==> src/rtl/asram_pkg.sv <==
`timescale 1ns/1ps
package asram_pkg;

  typedef enum logic [2:0] {
    ST_IDLE,
    ST_WSETUP,
    ST_WPULSE,
    ST_WHOLD,
    ST_RACC,
    ST_RTURN
  } asram_state_e;

  typedef struct packed {
    logic cs_n;
    logic we_n;
    logic oe_n;
    logic dq_oe;
  } asram_pins_t;

  // whole clock cycles covering a time in ns, never fewer than one
  function automatic int ns2cyc(input int t_ns, input int clk_ns);
    int c;
    c = (t_ns + clk_ns - 1) / clk_ns;
    return (c < 1) ? 1 : c;
  endfunction

  function automatic int imax(input int a, input int b);
    return (a > b) ? a : b;
  endfunction

endpackage

==> src/rtl/asram_phase_timer.sv <==
`timescale 1ns/1ps
module asram_phase_timer #(
  parameter int CNT_W = 3
) (
  input  logic             clk,
  input  logic             rst,
  input  logic             clear,
  output logic [CNT_W-1:0] idx_q,
  output logic [CNT_W-1:0] idx_d
);

  always_comb begin
    if (clear) idx_d = '0;
    else       idx_d = idx_q + CNT_W'(1);
  end

  always_ff @(posedge clk) begin
    if (rst) idx_q <= '0;
    else     idx_q <= idx_d;
  end

endmodule

==> src/rtl/asram_seq.sv <==
`timescale 1ns/1ps
module asram_seq
  import asram_pkg::*;
#(
  parameter int CNT_W    = 3,
  parameter int AS_CYC   = 1,
  parameter int WP_CYC   = 4,
  parameter int HOLD_CYC = 1,
  parameter int ACC_CYC  = 5,
  parameter int TURN_CYC = 3
) (
  input  logic             clk,
  input  logic             rst,
  input  logic             req,
  input  logic             we,
  input  logic [CNT_W-1:0] idx_q,
  output asram_state_e     state_q,
  output asram_state_e     state_d,
  output logic             accept,
  output logic             sample,
  output logic             clear
);

  localparam logic [CNT_W-1:0] AS_LAST   = CNT_W'(AS_CYC - 1);
  localparam logic [CNT_W-1:0] WP_LAST   = CNT_W'(WP_CYC - 1);
  localparam logic [CNT_W-1:0] HOLD_LAST = CNT_W'(HOLD_CYC - 1);
  localparam logic [CNT_W-1:0] ACC_LAST  = CNT_W'(ACC_CYC - 1);
  localparam logic [CNT_W-1:0] TURN_LAST = CNT_W'(TURN_CYC - 1);

  logic [CNT_W-1:0] last_idx;
  logic             phase_end;

  always_comb begin
    unique case (state_q)
      ST_WSETUP: last_idx = AS_LAST;
      ST_WPULSE: last_idx = WP_LAST;
      ST_WHOLD:  last_idx = HOLD_LAST;
      ST_RACC:   last_idx = ACC_LAST;
      ST_RTURN:  last_idx = TURN_LAST;
      default:   last_idx = '0;
    endcase
  end

  assign phase_end = (idx_q == last_idx);
  assign accept    = (state_q == ST_IDLE) && req;
  assign sample    = (state_q == ST_RACC) && phase_end;

  always_comb begin
    state_d = state_q;
    unique case (state_q)
      ST_IDLE:   if (req) state_d = we ? ST_WSETUP : ST_RACC;
      ST_WSETUP: if (phase_end) state_d = ST_WPULSE;
      ST_WPULSE: if (phase_end) state_d = ST_WHOLD;
      ST_WHOLD:  if (phase_end) state_d = ST_IDLE;
      ST_RACC:   if (phase_end) state_d = ST_RTURN;
      ST_RTURN:  if (phase_end) state_d = ST_IDLE;
      default:   state_d = ST_IDLE;
    endcase
  end

  assign clear = (state_d != state_q) || (state_q == ST_IDLE);

  always_ff @(posedge clk) begin
    if (rst) state_q <= ST_IDLE;
    else     state_q <= state_d;
  end

endmodule

==> src/rtl/asram_pin_reg.sv <==
`timescale 1ns/1ps
module asram_pin_reg
  import asram_pkg::*;
#(
  parameter int ADDR_W       = 19,
  parameter int DATA_W       = 8,
  parameter int CNT_W        = 3,
  parameter int DRV_START    = 0,
  parameter bit OE_LOW_WRITE = 1'b0
) (
  input  logic              clk,
  input  logic              rst,
  input  logic              accept,
  input  logic              sample,
  input  logic [ADDR_W-1:0] addr,
  input  logic [DATA_W-1:0] wdata,
  input  asram_state_e      state_q,
  input  asram_state_e      state_d,
  input  logic [CNT_W-1:0]  idx_d,
  input  logic [DATA_W-1:0] ram_dq_i,
  output logic              ready,
  output logic              rvalid,
  output logic              wdone,
  output logic [DATA_W-1:0] rdata,
  output logic [ADDR_W-1:0] ram_addr,
  output logic [DATA_W-1:0] ram_dq_o,
  output asram_pins_t       pins_q
);

  localparam logic WR_OE_N = ~OE_LOW_WRITE;

  asram_pins_t pins_d;
  logic        drv_ok;

  // strobe cycle from which the data bus may be driven
  generate
    if (DRV_START == 0) begin : g_drv_now
      assign drv_ok = 1'b1;
    end else begin : g_drv_late
      assign drv_ok = (idx_d >= CNT_W'(DRV_START));
    end
  endgenerate

  always_comb begin
    pins_d = '{cs_n: 1'b1, we_n: 1'b1, oe_n: 1'b1, dq_oe: 1'b0};
    unique case (state_d)
      ST_WSETUP: pins_d = '{cs_n: 1'b0, we_n: 1'b1, oe_n: WR_OE_N, dq_oe: 1'b0};
      ST_WPULSE: pins_d = '{cs_n: 1'b0, we_n: 1'b0, oe_n: WR_OE_N, dq_oe: drv_ok};
      ST_WHOLD:  pins_d = '{cs_n: 1'b0, we_n: 1'b1, oe_n: 1'b1, dq_oe: 1'b1};
      ST_RACC:   pins_d = '{cs_n: 1'b0, we_n: 1'b1, oe_n: 1'b0, dq_oe: 1'b0};
      default:   pins_d = '{cs_n: 1'b1, we_n: 1'b1, oe_n: 1'b1, dq_oe: 1'b0};
    endcase
  end

  always_ff @(posedge clk) begin
    if (rst) begin
      pins_q <= '{cs_n: 1'b1, we_n: 1'b1, oe_n: 1'b1, dq_oe: 1'b0};
      ready  <= 1'b1;
      rvalid <= 1'b0;
      wdone  <= 1'b0;
    end else begin
      pins_q <= pins_d;
      ready  <= (state_d == ST_IDLE);
      rvalid <= sample;
      wdone  <= (state_q == ST_WHOLD) && (state_d == ST_IDLE);
    end
  end

  always_ff @(posedge clk) begin
    if (rst) begin
      ram_addr <= '0;
      ram_dq_o <= '0;
      rdata    <= '0;
    end else begin
      if (accept) begin
        ram_addr <= addr;
        ram_dq_o <= wdata;
      end
      if (sample) rdata <= ram_dq_i;
    end
  end

endmodule

==> src/rtl/asram_ctl.sv <==
`timescale 1ns/1ps
module asram_ctl
  import asram_pkg::*;
#(
  parameter int ADDR_W       = 19,
  parameter int DATA_W       = 8,
  parameter int CLK_NS       = 5,
  parameter int T_AS_NS      = 3,
  parameter int T_WP_NS      = 17,
  parameter int T_AW_NS      = 20,
  parameter int T_DW_NS      = 15,
  parameter int T_DH_NS      = 0,
  parameter int T_WR_NS      = 0,
  parameter int T_WHZ_NS     = 15,
  parameter int T_RC_NS      = 25,
  parameter int T_AA_NS      = 25,
  parameter int T_OE_NS      = 12,
  parameter int T_OHZ_NS     = 12,
  parameter bit OE_LOW_WRITE = 1'b0
) (
  input  logic              clk,
  input  logic              rst,
  input  logic              req,
  input  logic              we,
  input  logic [ADDR_W-1:0] addr,
  input  logic [DATA_W-1:0] wdata,
  output logic              ready,
  output logic [DATA_W-1:0] rdata,
  output logic              rvalid,
  output logic              wdone,
  output logic [ADDR_W-1:0] ram_addr,
  output logic              ram_cs_n,
  output logic              ram_we_n,
  output logic              ram_oe_n,
  output logic [DATA_W-1:0] ram_dq_o,
  input  logic [DATA_W-1:0] ram_dq_i,
  output logic              ram_dq_oe
);

  localparam int AS_CYC    = ns2cyc(T_AS_NS, CLK_NS);
  localparam int DW_CYC    = ns2cyc(T_DW_NS, CLK_NS);
  localparam int WHZ_CYC   = ns2cyc(T_WHZ_NS, CLK_NS);
  localparam int DRV_START = OE_LOW_WRITE ? WHZ_CYC : 0;
  localparam int WP_CYC    = imax(ns2cyc(T_WP_NS, CLK_NS),
                                  imax(ns2cyc(T_AW_NS, CLK_NS) - AS_CYC,
                                       DRV_START + DW_CYC));
  localparam int HOLD_CYC  = imax(ns2cyc(T_DH_NS, CLK_NS), ns2cyc(T_WR_NS, CLK_NS));
  localparam int ACC_CYC   = imax(ns2cyc(T_RC_NS, CLK_NS),
                                  imax(ns2cyc(T_AA_NS, CLK_NS), ns2cyc(T_OE_NS, CLK_NS)));
  localparam int TURN_CYC  = ns2cyc(T_OHZ_NS, CLK_NS);
  localparam int MAX_CYC   = imax(imax(AS_CYC, WP_CYC), imax(imax(HOLD_CYC, ACC_CYC), TURN_CYC));
  localparam int CNT_W     = $clog2(MAX_CYC + 1);

  asram_state_e     state_q, state_d;
  logic [CNT_W-1:0] idx_q, idx_d;
  logic             accept, sample, clear;
  asram_pins_t      pins_q;

  asram_phase_timer #(.CNT_W(CNT_W)) u_timer (
    .clk   (clk),
    .rst   (rst),
    .clear (clear),
    .idx_q (idx_q),
    .idx_d (idx_d)
  );

  asram_seq #(
    .CNT_W    (CNT_W),
    .AS_CYC   (AS_CYC),
    .WP_CYC   (WP_CYC),
    .HOLD_CYC (HOLD_CYC),
    .ACC_CYC  (ACC_CYC),
    .TURN_CYC (TURN_CYC)
  ) u_seq (
    .clk     (clk),
    .rst     (rst),
    .req     (req),
    .we      (we),
    .idx_q   (idx_q),
    .state_q (state_q),
    .state_d (state_d),
    .accept  (accept),
    .sample  (sample),
    .clear   (clear)
  );

  asram_pin_reg #(
    .ADDR_W       (ADDR_W),
    .DATA_W       (DATA_W),
    .CNT_W        (CNT_W),
    .DRV_START    (DRV_START),
    .OE_LOW_WRITE (OE_LOW_WRITE)
  ) u_pins (
    .clk      (clk),
    .rst      (rst),
    .accept   (accept),
    .sample   (sample),
    .addr     (addr),
    .wdata    (wdata),
    .state_q  (state_q),
    .state_d  (state_d),
    .idx_d    (idx_d),
    .ram_dq_i (ram_dq_i),
    .ready    (ready),
    .rvalid   (rvalid),
    .wdone    (wdone),
    .rdata    (rdata),
    .ram_addr (ram_addr),
    .ram_dq_o (ram_dq_o),
    .pins_q   (pins_q)
  );

  assign ram_cs_n  = pins_q.cs_n;
  assign ram_we_n  = pins_q.we_n;
  assign ram_oe_n  = pins_q.oe_n;
  assign ram_dq_oe = pins_q.dq_oe;

endmodule

==> config.mk <==
export PLATFORM = sky130hd
export DESIGN_NAME = asram_ctl
export DESIGN_NICKNAME = d
export VERILOG_FILES = /design/src/rtl/asram_pkg.sv /design/src/rtl/asram_phase_timer.sv /design/src/rtl/asram_seq.sv /design/src/rtl/asram_pin_reg.sv /design/src/rtl/asram_ctl.sv
export SDC_FILE = /design/constraint.sdc
export NUM_CORES = 1
export LEC_CHECK = 0
export BUFFER_PORTS_ARGS = -buffer_cell sky130_fd_sc_hd__buf_2
export CORE_ASPECT_RATIO = 0.9
export CORE_MARGIN = 5
export CORE_UTILIZATION = 50
export CTS_BUF_LIST = sky130_fd_sc_hd__clkbuf_2
export DETAILED_ROUTE_END_ITERATION = 8
export PLACE_DENSITY = 0.83
export SYNTH_ARGS = -nofsm -noshare
export SYNTH_HDL_FRONTEND = slang
export SYNTH_HIERARCHICAL = 1
export SYNTH_SLANG_ARGS = --single-unit
export TNS_END_PERCENT = 20
==> constraint.sdc <==
create_clock -name clk -period 2.8 [get_ports clk]
set_input_delay 0.14 -clock clk [delete_from_list [all_inputs] [get_ports clk]]
set_output_delay 0.14 -clock clk [all_outputs]
set_load 0.02 [all_outputs]
### After elaboration in Yosys (flattened, before gate mapping)

Index checks and enable logic that the tools add are counted.

* output and inout bits: 42
* logic and storage cells: 41
* register bits: 48

* reductions and logical operators: 8
* multiplexer cells: 9
* eq/ne operators: 11
* add/subtract/negate cells: 1

Operator list (count)
* $mux W3: 6
* $pmux W4 S4: 1
* $pmux W3 S5: 1
* $eq A3 B2 Y1 const B: 4
* $eq A3 B3 Y1 const B: 3
* $pmux W3 S3: 1
* $eq A3 B1 Y1 const B: 2
* $logic_not A3 Y1: 2
* $reduce_or A2 Y1: 2
* $add A3 B1 Y3 const B: 1
* $eq A3 B3 Y1: 1
* $logic_and A1 B1 Y1: 3
* $ne A3 B3 Y1: 1
* $logic_or A1 B1 Y1: 1

### Logic depth before layout (Yosys ltp)

Gate-level depths: netlist of run 1.

* word-level depth: 8
* depth in mapped cells: 7
* depth with buffers taken out: 5

### Modules after synthesis

The synthesis of run 1 kept the hierarchy.

By module, submodules not included
* asram_pin_reg: area each 1443.9 um^2, times used 1, cells each 130
* asram_seq: area each 312.8 um^2, times used 1, cells each 40
* asram_phase_timer: area each 121.4 um^2, times used 1, cells each 11

### Least setup slack after synthesis of run 1

Ideal clock, no wire load.

* path kind: register to register
* start point: reg u_seq.state_q[0]
* end point: reg u_pins/pins_q[3] (netlist name)
* clock period less this slack: 1848 ps
* cell stages (with the launch flop): 7
* buffers on the path: 1
* required time: 2675 ps
* setup time: 125 ps
* arrival: 1723 ps
* path slack: 952 ps
* cell sequence: dfxtp_1 buf_6 or3b_1 o211ai_1 a21oi_1 or4b_4 a21boi_0

* longest elaborated chain between the ends: 7
* elaborated cells on any way between the ends: 20
* those cells by class: 10 x eq/ne; 8 x mux; 2 x reduce/logical

RTL lines
* start, declared: RTL line asram_seq.sv:17 `output asram_state_e state_q,`
* start signal, assigned: RTL line asram_seq.sv:65 `else state_q <= state_d;`
* $eq A3 B3 Y1 / $eq A3 B2 Y1 (equally long branches): RTL line asram_seq.sv:34, asram_seq.sv:50
* $pmux W3 S3: RTL line asram_seq.sv:34 `unique case (state_q)`
* $eq A3 B3 Y1: RTL line asram_seq.sv:44 `assign phase_end = (idx_q == last_idx);`
* $mux W3, on equally long branches
* $pmux W3 S5 (*): RTL line asram_seq.sv:50 `unique case (state_q)`
* named net state_d[0]: RTL line asram_ctl.sv:54 `asram_state_e state_q, state_d;`
* $eq A3 B3 Y1 (tied with other cells): RTL line asram_pin_reg.sv:46 `unique case (state_d)`
* $pmux W4 S4 (*): RTL line asram_pin_reg.sv:46

Mark *: on every way through the listed nets, which the timed path passes. The rest lies on a longest branch.
A chain may end at the register's enable or synchronous reset.

### Worst setup path in the final report of run 1

* start point: reg u_seq.state_q[0]
* end point: reg u_pins/pins_q[3] (netlist name)

* longest elaborated chain between the ends: 7
* elaborated cells on any way between the ends: 20
* those cells by class: 10 x eq/ne; 8 x mux; 2 x reduce/logical

RTL lines (RTL line)
* $eq A3 B3 Y1 / $eq A3 B2 Y1 (equally long branches): asram_seq.sv:34, asram_seq.sv:50
* $pmux W3 S3: asram_seq.sv:34
* $eq A3 B3 Y1: asram_seq.sv:44
* $mux W3, on equally long branches
* $pmux W3 S5 (*): asram_seq.sv:50
* named net state_d[0]: asram_ctl.sv:54
* $eq A3 B3 Y1 (tied with other cells): asram_pin_reg.sv:46
* $pmux W4 S4 (*): asram_pin_reg.sv:46

Marks and branches as above.

==> results of run 1 <==
[how the worst min path moves through the flow]
stage	endpoint	slack [ns]	cells past startpoint
4_1_cts	u_seq/state_q[2]	0.11	3
5_1_grt	u_seq/state_q[2]	0.14	3
2_1_floorplan	u_timer/idx_q[1]	0.20	1
3_3_place_gp	u_pins/ram_dq_o[7]	0.37	3
6_report	u_seq/state_q[2]	0.15	3
3_5_place_dp	u_pins/ram_addr[11]	0.38	3
[state kept, by name, summed over array words and instances, names as in the netlist]
name / cells
u_pins/pins_q: 4
u_pins/ram_addr: 19
u_pins/ram_dq_o: 8
u_pins/rdata: 8
u_pins/ready: 1
u_pins/rvalid: 1
u_pins/wdone: 1
u_seq/state_q: 3
u_timer/idx_q: 3
[worst max-delay path: stages, from the launching register on]
cell and delay, ns:
dfxtp_1 0.59, or3b_1 0.40, o211ai_1 0.21, a21oi_1 0.10, or4b_4 0.56, a21boi_0 0.13
[stage by stage]
step | setup slack (ns) | power (mW) | hold slack [ns] | instances | util
after floorplan | 0.952 | 1.57 | 0.204 | 179 | -
after global placement | 0.792 | 1.73 | 0.371 | 295 | 0.620
after detailed placement | 0.743 | 1.76 | 0.384 | 295 | 0.620
after CTS | 0.699 | 2.14 | 0.115 | 336 | 0.730
after global routing | 0.567 | 2.26 | 0.141 | 336 | 0.730
final | 0.707 | 2.13 | 0.147 | 337 | 0.731
[per-layer routing]
layer  global-route usage  vias to the layer above  routed length [µm]
met5                    0                        -                   0
met2                0.325                       53                2410
met3               0.0382                       12                 289
met1                0.201                      741                1810
met4                0.109                        0                 144
li1                     -                      835                   -
[power by group through the flow]
stage	Clock, mW	Sequential [mW]	Combinational [mW]
finish	0.341	0.936	0.855
global route	0.378	0.960	0.922
CTS	0.353	0.933	0.851
detailed placement	0	0.947	0.813
global placement	0	0.939	0.796
floorplan	0	1.03	0.547
[layout make-up]
type                            count  area share
Timing Repair Buffer              117       0.285
Inverter                            4     0.00558
Multi-Input combinational cell    115       0.309
Tap cell                           46      0.0214
Clock buffer                        5     0.00931
Antenna cell                        1    0.000931
Clock inverter                      1      0.0112
Sequential cell                    48       0.357
[timing repair]
action / in CTS / in global routing
gates resized for setup: 0 / 0
hold endpoints to repair: 35 / 0
endpoints found under the setup margin: 0 / 0
hold buffers: 35 / 0
==> metrics.yaml, run 1 <==
clock_network:
  cts_sinks: 48
  insertion_delay_ns: 0.40
  cts_max_level: 2
  cts_tree: "yes"
  path_clk_slew_ns: 0.20
  clockRootBuffer: "clkbuf_2"
  clockBufferDepth: 2
  postCtsSetupRepairBufs: 0
  cts-buffers-inserted: 5
routing:
  drc: 0
  antenna_left: 0
  num_vias: 1641
  dr.pass1.iters: 4
  wirelength_um: 4650
  vias_per_cell: 4.87
  drtIter0Drc: 116
  detail_route.wl_per_cell_um: 13.8
worst_setup_path:
  reg2reg_from: "u_seq/state_q[0]"
  ff2ff_setup_slack_ns: 0.71
  crit_arrival_ns: 2.39
  startpoint: "u_seq/state_q[0]"
  cp_max_fo: 10
  cp-start-kind: "flop"
  rr_worst_depth: 5
  r2r-end: "u_pins/pins_q[3]"
  endpoint_kind: "flop"
  critical_path_class: "reg -> reg"
  required_ns: 3.10
  endpoint: "u_pins/pins_q[3]"
sta:
  tightest_slew_ns: 0.848
  setup_viol: 0
  slew_headroom: 0.434
  rsz0062_at_grt: "no"
  drv_slew: 0
  final.period_utilization: 0.748
  hold_viol: 0
  fin_skew_ns: 0.0162
  fmax_ghz: 0.478
  timing.setup.tns_ns: 0
  period_needed_ns: 2.09
synth:
  synth_warnings: 6
  syn-num-nets: 219
  avgSynthCellArea_um2: 10.4
  syn_inst: 179
  netlist_area_um2: 1870
final_layout:
  final_common_cell: "buf_2"
  final_cell_mix: "80 x buf_2, 48 x dfxtp_1, 40 x nor2_1, 35 x dlygate4sd3_1, 35 x mux2i_1"
  nFillCells: 272
  drive_above_1_share: 0.331
  ff_latch_area_um2: 961
  syn_to_final_growth_pct: 43.7
  nNetsFinal: 331
  design_area_um2: 2690
  multi_input_area_um2: 832
grt:
  grt_overflow_total: 0
  grt_use_total: 0.183
  grt_pass1_wl_um: 7080
  grt_pass1_vias: 1570
  grt_max_degree: 47
  antenna_found_initial: 0
power_and_ir_drop:
  pwr-share-seq: 0.439
  switching_share: 0.369
  p_sw_uw: 786
  cellInternalPower_mw: 1.35
  combPwrFrac: 0.401
  powerDensity_nw_per_um2: 793
  peakVddDrop_uv: 449
  p_leak_nw: 1.24
  clkPwrFrac: 0.160
floorplan:
  coreArea_um2: 3680
  die_h_um: 68.0
  dieWidth_um: 74.5
  start_util: 0.509
  dieArea_um2: 5070
  row_count: 21
  ios: 81
outcome:
  outcome: "finished clean"
placed_design:
  io_buffers: 80
  place_hpwl_um: 2760
  dpl-instance-area_um2: 2280
  globalplace.congestion: 0.775
min_path:
  holdCritStartpoint: "req"
  hold_class: "in -> reg"
run:
  maxCapViolCount: 0
Power figures use the tool's default switching activity.
==> inputs of run 2 (changes only) <==
- CORE_UTILIZATION: 50 -> 44
- PLACE_DENSITY: 0.83 -> 0.78
- clock period: 2.8 -> 1.85 ns (I/O delays scaled with it)
==> metrics.yaml, run 2 (synthesis gave the netlist of run 1 again) <==
outcome:
  outcome: "finished with violations"
  violations: "setup timing"
worst_setup_path:
  cp_top_family: "simple AND/OR/NAND/NOR gates"
  critical_path_class: "reg -> reg"
  cp-start-kind: "flop"
  path_cells: "or3b_4 -> o211ai_1 -> a21oi_2 -> or4b_4 -> a21boi_1"
  required_ns: 2.18
  cp_max_fo: 4
  critPathSlowestCell: "or4b_4"
  crit_arrival_ns: 2.21
  endpoint_kind: "flop"
  crit_buf_inv: 0
  max_stage_delay_ns: 0.53
clock_network:
  path_clk_slew_ns: 0.23
  cts_max_level: 2
  cts_sinks: 48
  cts_tree: "yes"
  clockBufferDepth: 2
  cts-buffers-inserted: 5
  clockRootBuffer: "clkbuf_2"
  insertion_delay_ns: 0.41
power_and_ir_drop:
  p_total_mw: 3.56
  p_leak_nw: 1.34
  peakVddDrop_uv: 688
  powerDensity_nw_per_um2: 1240
floorplan:
  row_count: 22
  start_util: 0.456
  ios: 81
  dieArea_um2: 5660
  coreArea_um2: 4100
  die_h_um: 71.9
  dieWidth_um: 78.7
grt:
  antenna_found_initial: 0
  grt_max_degree: 28
  grt_overflow_total: 0
  grt_use_total: 0.179
  grt_pass1_wl_um: 7960
  grt_pass1_vias: 1747
sta:
  rsz0062_at_grt: "yes"
  period_needed_ns: 1.88
  fin_skew_ns: 0.0232
  tightest_slew_ns: 0.434
  drv_slew: 0
  hold_viol: 0
  fmax_ghz: 0.533
  final.period_utilization: 1.01
  slew_headroom: 0.711
  setup_viol: 1
  worst_slack_ns: -0.0259
final_layout:
  postLayoutCoreUtil: 0.700
  nFillCells: 316
  top_register: "u_pins/ram_addr"
  largest_reg_flops: 19
  design_area_um2: 2870
  top_regs: "u_pins/ram_addr: 19 flops, u_pins/ram_dq_o: 8 flops, u_pins/rdata: 8 flops"
  final_cell_mix: "80 x buf_2, 42 x dfxtp_1, 40 x nor2_1, 35 x dlygate4sd3_1, 35 x mux2i_1"
  drive_above_1_share: 0.403
  final_common_cell: "buf_2"
  nNetsFinal: 347
  syn_to_final_growth_pct: 53.6
  final_cells: 356
  antennaDiodeCount: 0
placed_design:
  dpl-instance-area_um2: 2380
  place_hpwl_um: 3170
  globalplace.congestion: 0.926
  dp_cells: 308
  io_buffers: 80
routing:
  vias_per_cell: 4.81
  detail_route.wl_per_cell_um: 13.6
  wirelength_um: 4830
  dr.pass1.iters: 4
  num_vias: 1712
  antenna_left: 0
  drtIter0Drc: 81
  wl_met2_um: 2450
  routed.top_layer: "met4"
  met1_length_um: 1940
  wl_met3_um: 325
  drc: 0
run:
  maxCapViolCount: 0
min_path:
  hold_class: "in -> reg"
==> run 2: what timing repair did <==
action / in CTS / in global routing
pin swaps: 4 / 1
endpoints found under the setup margin: 1 / 2
endpoints found under the hold margin: 35 / 0
gates resized for setup: 8 / 5
setup buffers: 4 / 1
hold buffers: 35 / 0
==> run 2: final timing paths <==
| check | startpoint | end | slack, ns | cells past startpoint |
|---|---|---|---|---|
| worst min register to register | u_pins/rdata[2] | u_pins/rdata[2] | 0.52 | 2 |
| worst min-delay path | req | u_seq/state_q[2] | 0.08 | 3 |
| worst max register to register | u_timer/idx_q[0] | u_pins/pins_q[3] | -0.03 | 5 |
| worst max-delay path | u_timer/idx_q[0] | u_pins/pins_q[3] | -0.03 | 5 |
==> run 2: per-stage QoR <==
stage / setup slack (ns) / hold slack [ns] / TNS [ns]
2_1_floorplan: 0.00206 / 0.157 / 0
3_3_place_gp: 0.0131 / 0.323 / 0
3_5_place_dp: -0.0423 / 0.335 / -0.0423
4_1_cts: 0.000954 / 0.0465 / 0
5_1_grt: -0.0859 / 0.0368 / -0.0976
6_report: -0.0259 / 0.0790 / -0.0259
==> run 2: worst register-to-register path: cells and delay by family (launching register included) <==
family	cells	cell delay [ns]
AND/OR/NAND/NOR	2	0.90
AO/OA/AOI/OAI	3	0.52
flip-flops	1	0.40
==> run 2: routing by layer <==
layer | GRT usage | vias to the layer above
li1 | - | 868
met1 | 0.196 | 761
met2 | 0.321 | 70
met3 | 0.0477 | 13
met4 | 0.0835 | 0
met5 | 0 | -
==> run 2: area by class of cell <==
class	instances	area [µm²]	area share
Inverter	4	15.0	0.00523
Clock buffer	5	25.0	0.00871
Timing Repair Buffer	133	898	0.313
Tap cell	48	60.1	0.0209
Multi-Input combinational cell	115	861	0.300
Clock inverter	3	42.5	0.0148
Sequential cell	48	971	0.338
==> run 2: report_power, final <==
part / switching (mW) / total, mW / internal (mW) / leakage (nW)
logic: 0.856 / 1.64 / 0.789 / 0.910
registers: 0.116 / 1.36 / 1.25 / 0.395
clock network: 0.323 / 0.549 / 0.226 / 0.0390
==> inputs of run 3 (changes only) <==
- RECOVER_POWER: not set -> 50
==> metrics.yaml, run 3 (synthesis gave the netlist of run 1 again) <==
grt:
  grt_overflow_total: 0
  grt_pass1_vias: 1747
  antenna_found_initial: 0
  grt_max_degree: 28
  grt_use_total: 0.179
  grt_pass1_wl_um: 7960
worst_setup_path:
  required_ns: 2.18
  cp-start-kind: "flop"
  crit_buf_inv: 1
  max_stage_delay_ns: 0.54
  rr_worst_depth: 6
  critical_path_class: "reg -> reg"
  endpoint_kind: "flop"
  r2r-end: "u_pins/pins_q[3]"
  reg2reg_from: "u_timer/idx_q[0]"
  critPathSlowestCell: "or4b_4"
  cp_top_family: "simple AND/OR/NAND/NOR gates"
  ff2ff_setup_slack_ns: -0.04
  crit_arrival_ns: 2.22
  path_cells: "buf_4 -> nor4b_4 -> xnor2_2 -> nor2_1 -> or4b_4 -> a21boi_1"
  cp_max_fo: 4
final_layout:
  syn_to_final_growth_pct: 52.4
  antennaDiodeCount: 0
  ff_latch_area_um2: 971
  final_cell_mix: "63 x buf_2, 42 x dfxtp_1, 40 x nor2_1, 35 x dlygate4sd3_1, 35 x mux2i_1"
  nFillCells: 325
  largest_reg_flops: 19
  top_register: "u_pins/ram_addr"
  multi_input_area_um2: 861
  top_regs: "u_pins/ram_addr: 19 flops, u_pins/ram_dq_o: 8 flops, u_pins/rdata: 8 flops"
  final_common_cell: "buf_2"
  drive_above_1_share: 0.347
  nNetsFinal: 347
  postLayoutCoreUtil: 0.695
power_and_ir_drop:
  cellInternalPower_mw: 2.25
  peakVddDrop_uv: 689
  switching_share: 0.367
  clkPwrFrac: 0.155
  powerDensity_nw_per_um2: 1240
  p_sw_mw: 1.30
  combPwrFrac: 0.460
  pwr-share-seq: 0.385
  p_leak_nw: 1.28
min_path:
  hold_class: "in -> reg"
  min_to: "u_seq/state_q[2]"
  whs_path_depth: 3
  holdCritStartpoint: "req"
outcome:
  violations: "setup timing"
  outcome: "finished with violations"
sta:
  hold_viol: 0
  fmax_ghz: 0.530
  setup_viol: 1
  worst_slack_ns: -0.0372
  drv_slew: 0
  rsz0062_at_grt: "yes"
  timing.setup.tns_ns: -0.0372
  final.period_utilization: 1.02
  slew_headroom: 0.711
  fin_skew_ns: 0.0222
  period_needed_ns: 1.89
  tightest_slew_ns: 0.434
placed_design:
  place_hpwl_um: 3170
  globalplace.congestion: 0.926
  io_buffers: 80
  place_ws_ns: -0.0423
routing:
  detail_route.wl_per_cell_um: 13.7
  num_vias: 1709
  vias_per_cell: 4.80
  wirelength_um: 4870
  drtIter0Drc: 84
  antenna_left: 0
  drc: 0
  dr.pass1.iters: 4
floorplan:
  start_util: 0.456
  dieArea_um2: 5660
  ios: 81
  coreArea_um2: 4100
  die_h_um: 71.9
  dieWidth_um: 78.7
  row_count: 22
run:
  maxCapViolCount: 0
clock_network:
  cts_tree: "yes"
  cts_sinks: 48
  clockRootBuffer: "clkbuf_2"
  cts-buffers-inserted: 5
  insertion_delay_ns: 0.41
  path_clk_slew_ns: 0.23
  cts_max_level: 2
  clockBufferDepth: 2
==> run 3: cell count changes in the layout (fill, tap and decap cells not counted) <==
cell	before	now
buf_2	80	63
clkbuf_1	0	17
==> run 3: cell type report <==
cell class                 instances  area share
clock buffer                       5     0.00878
tap                               48      0.0211
multi-input combinational        115       0.302
timing repair buffer             133       0.308
sequential                        48       0.341
clock inverter                     3      0.0149
inverter                           4     0.00527
==> run 3: worst max path at each step <==
stage                     slack, ns              from  cells after the start                to
after global placement         0.01  u_timer/idx_q[0]                      5  u_pins/pins_q[3]
after CTS                     0.001  u_timer/idx_q[0]                      6  u_pins/pins_q[3]
after detailed placement      -0.04  u_timer/idx_q[0]                      5  u_pins/pins_q[3]
after floorplan               0.002  u_seq/state_q[0]                      6  u_pins/pins_q[3]
after global routing          -0.09  u_timer/idx_q[0]                      5  u_pins/pins_q[3]
final                         -0.04  u_timer/idx_q[0]                      6  u_pins/pins_q[3]
==> run 3: routing by layer <==
metal | vias up | GRT usage | wire length [µm]
li1 | 868 | - | -
met1 | 760 | 0.196 | 1960
met2 | 68 | 0.321 | 2460
met3 | 13 | 0.0477 | 343
met4 | 0 | 0.0835 | 112
met5 | - | 0 | 0
==> run 3: tightest hold or removal path, stage by stage <==
cell and delay (ns):
buf_2 0.10, a31oi_1 0.10, nor4_1 0.15
==> run 3: through the flow <==
step	instance area (µm²)	hold WS, ns	cells	power (mW)
after detailed placement	2380	0.335	308	2.79
final	2850	0.0797	356	3.55
after CTS	2850	0.0465	355	3.51
after floorplan	1870	0.157	179	2.38
after global placement	2380	0.323	308	2.75
after global routing	2850	0.0368	356	3.78
==> run 3: power groups by stage <==
stage	Combinational, mW	Sequential, mW	Clock [mW]
after CTS	1.58	1.36	0.574
after detailed placement	1.42	1.37	0
after global placement	1.39	1.36	0
after global routing	1.76	1.40	0.621
after floorplan	0.828	1.55	0
final	1.63	1.36	0.550
==> run 3: what timing repair did <==
item                       4_1_cts  5_1_grt
setup endpoints to repair        1        2
hold buffers                    35        0
gates resized for setup          8        5
pin swaps                        4        1
hold endpoints to repair        35        0
setup buffers                    4        1
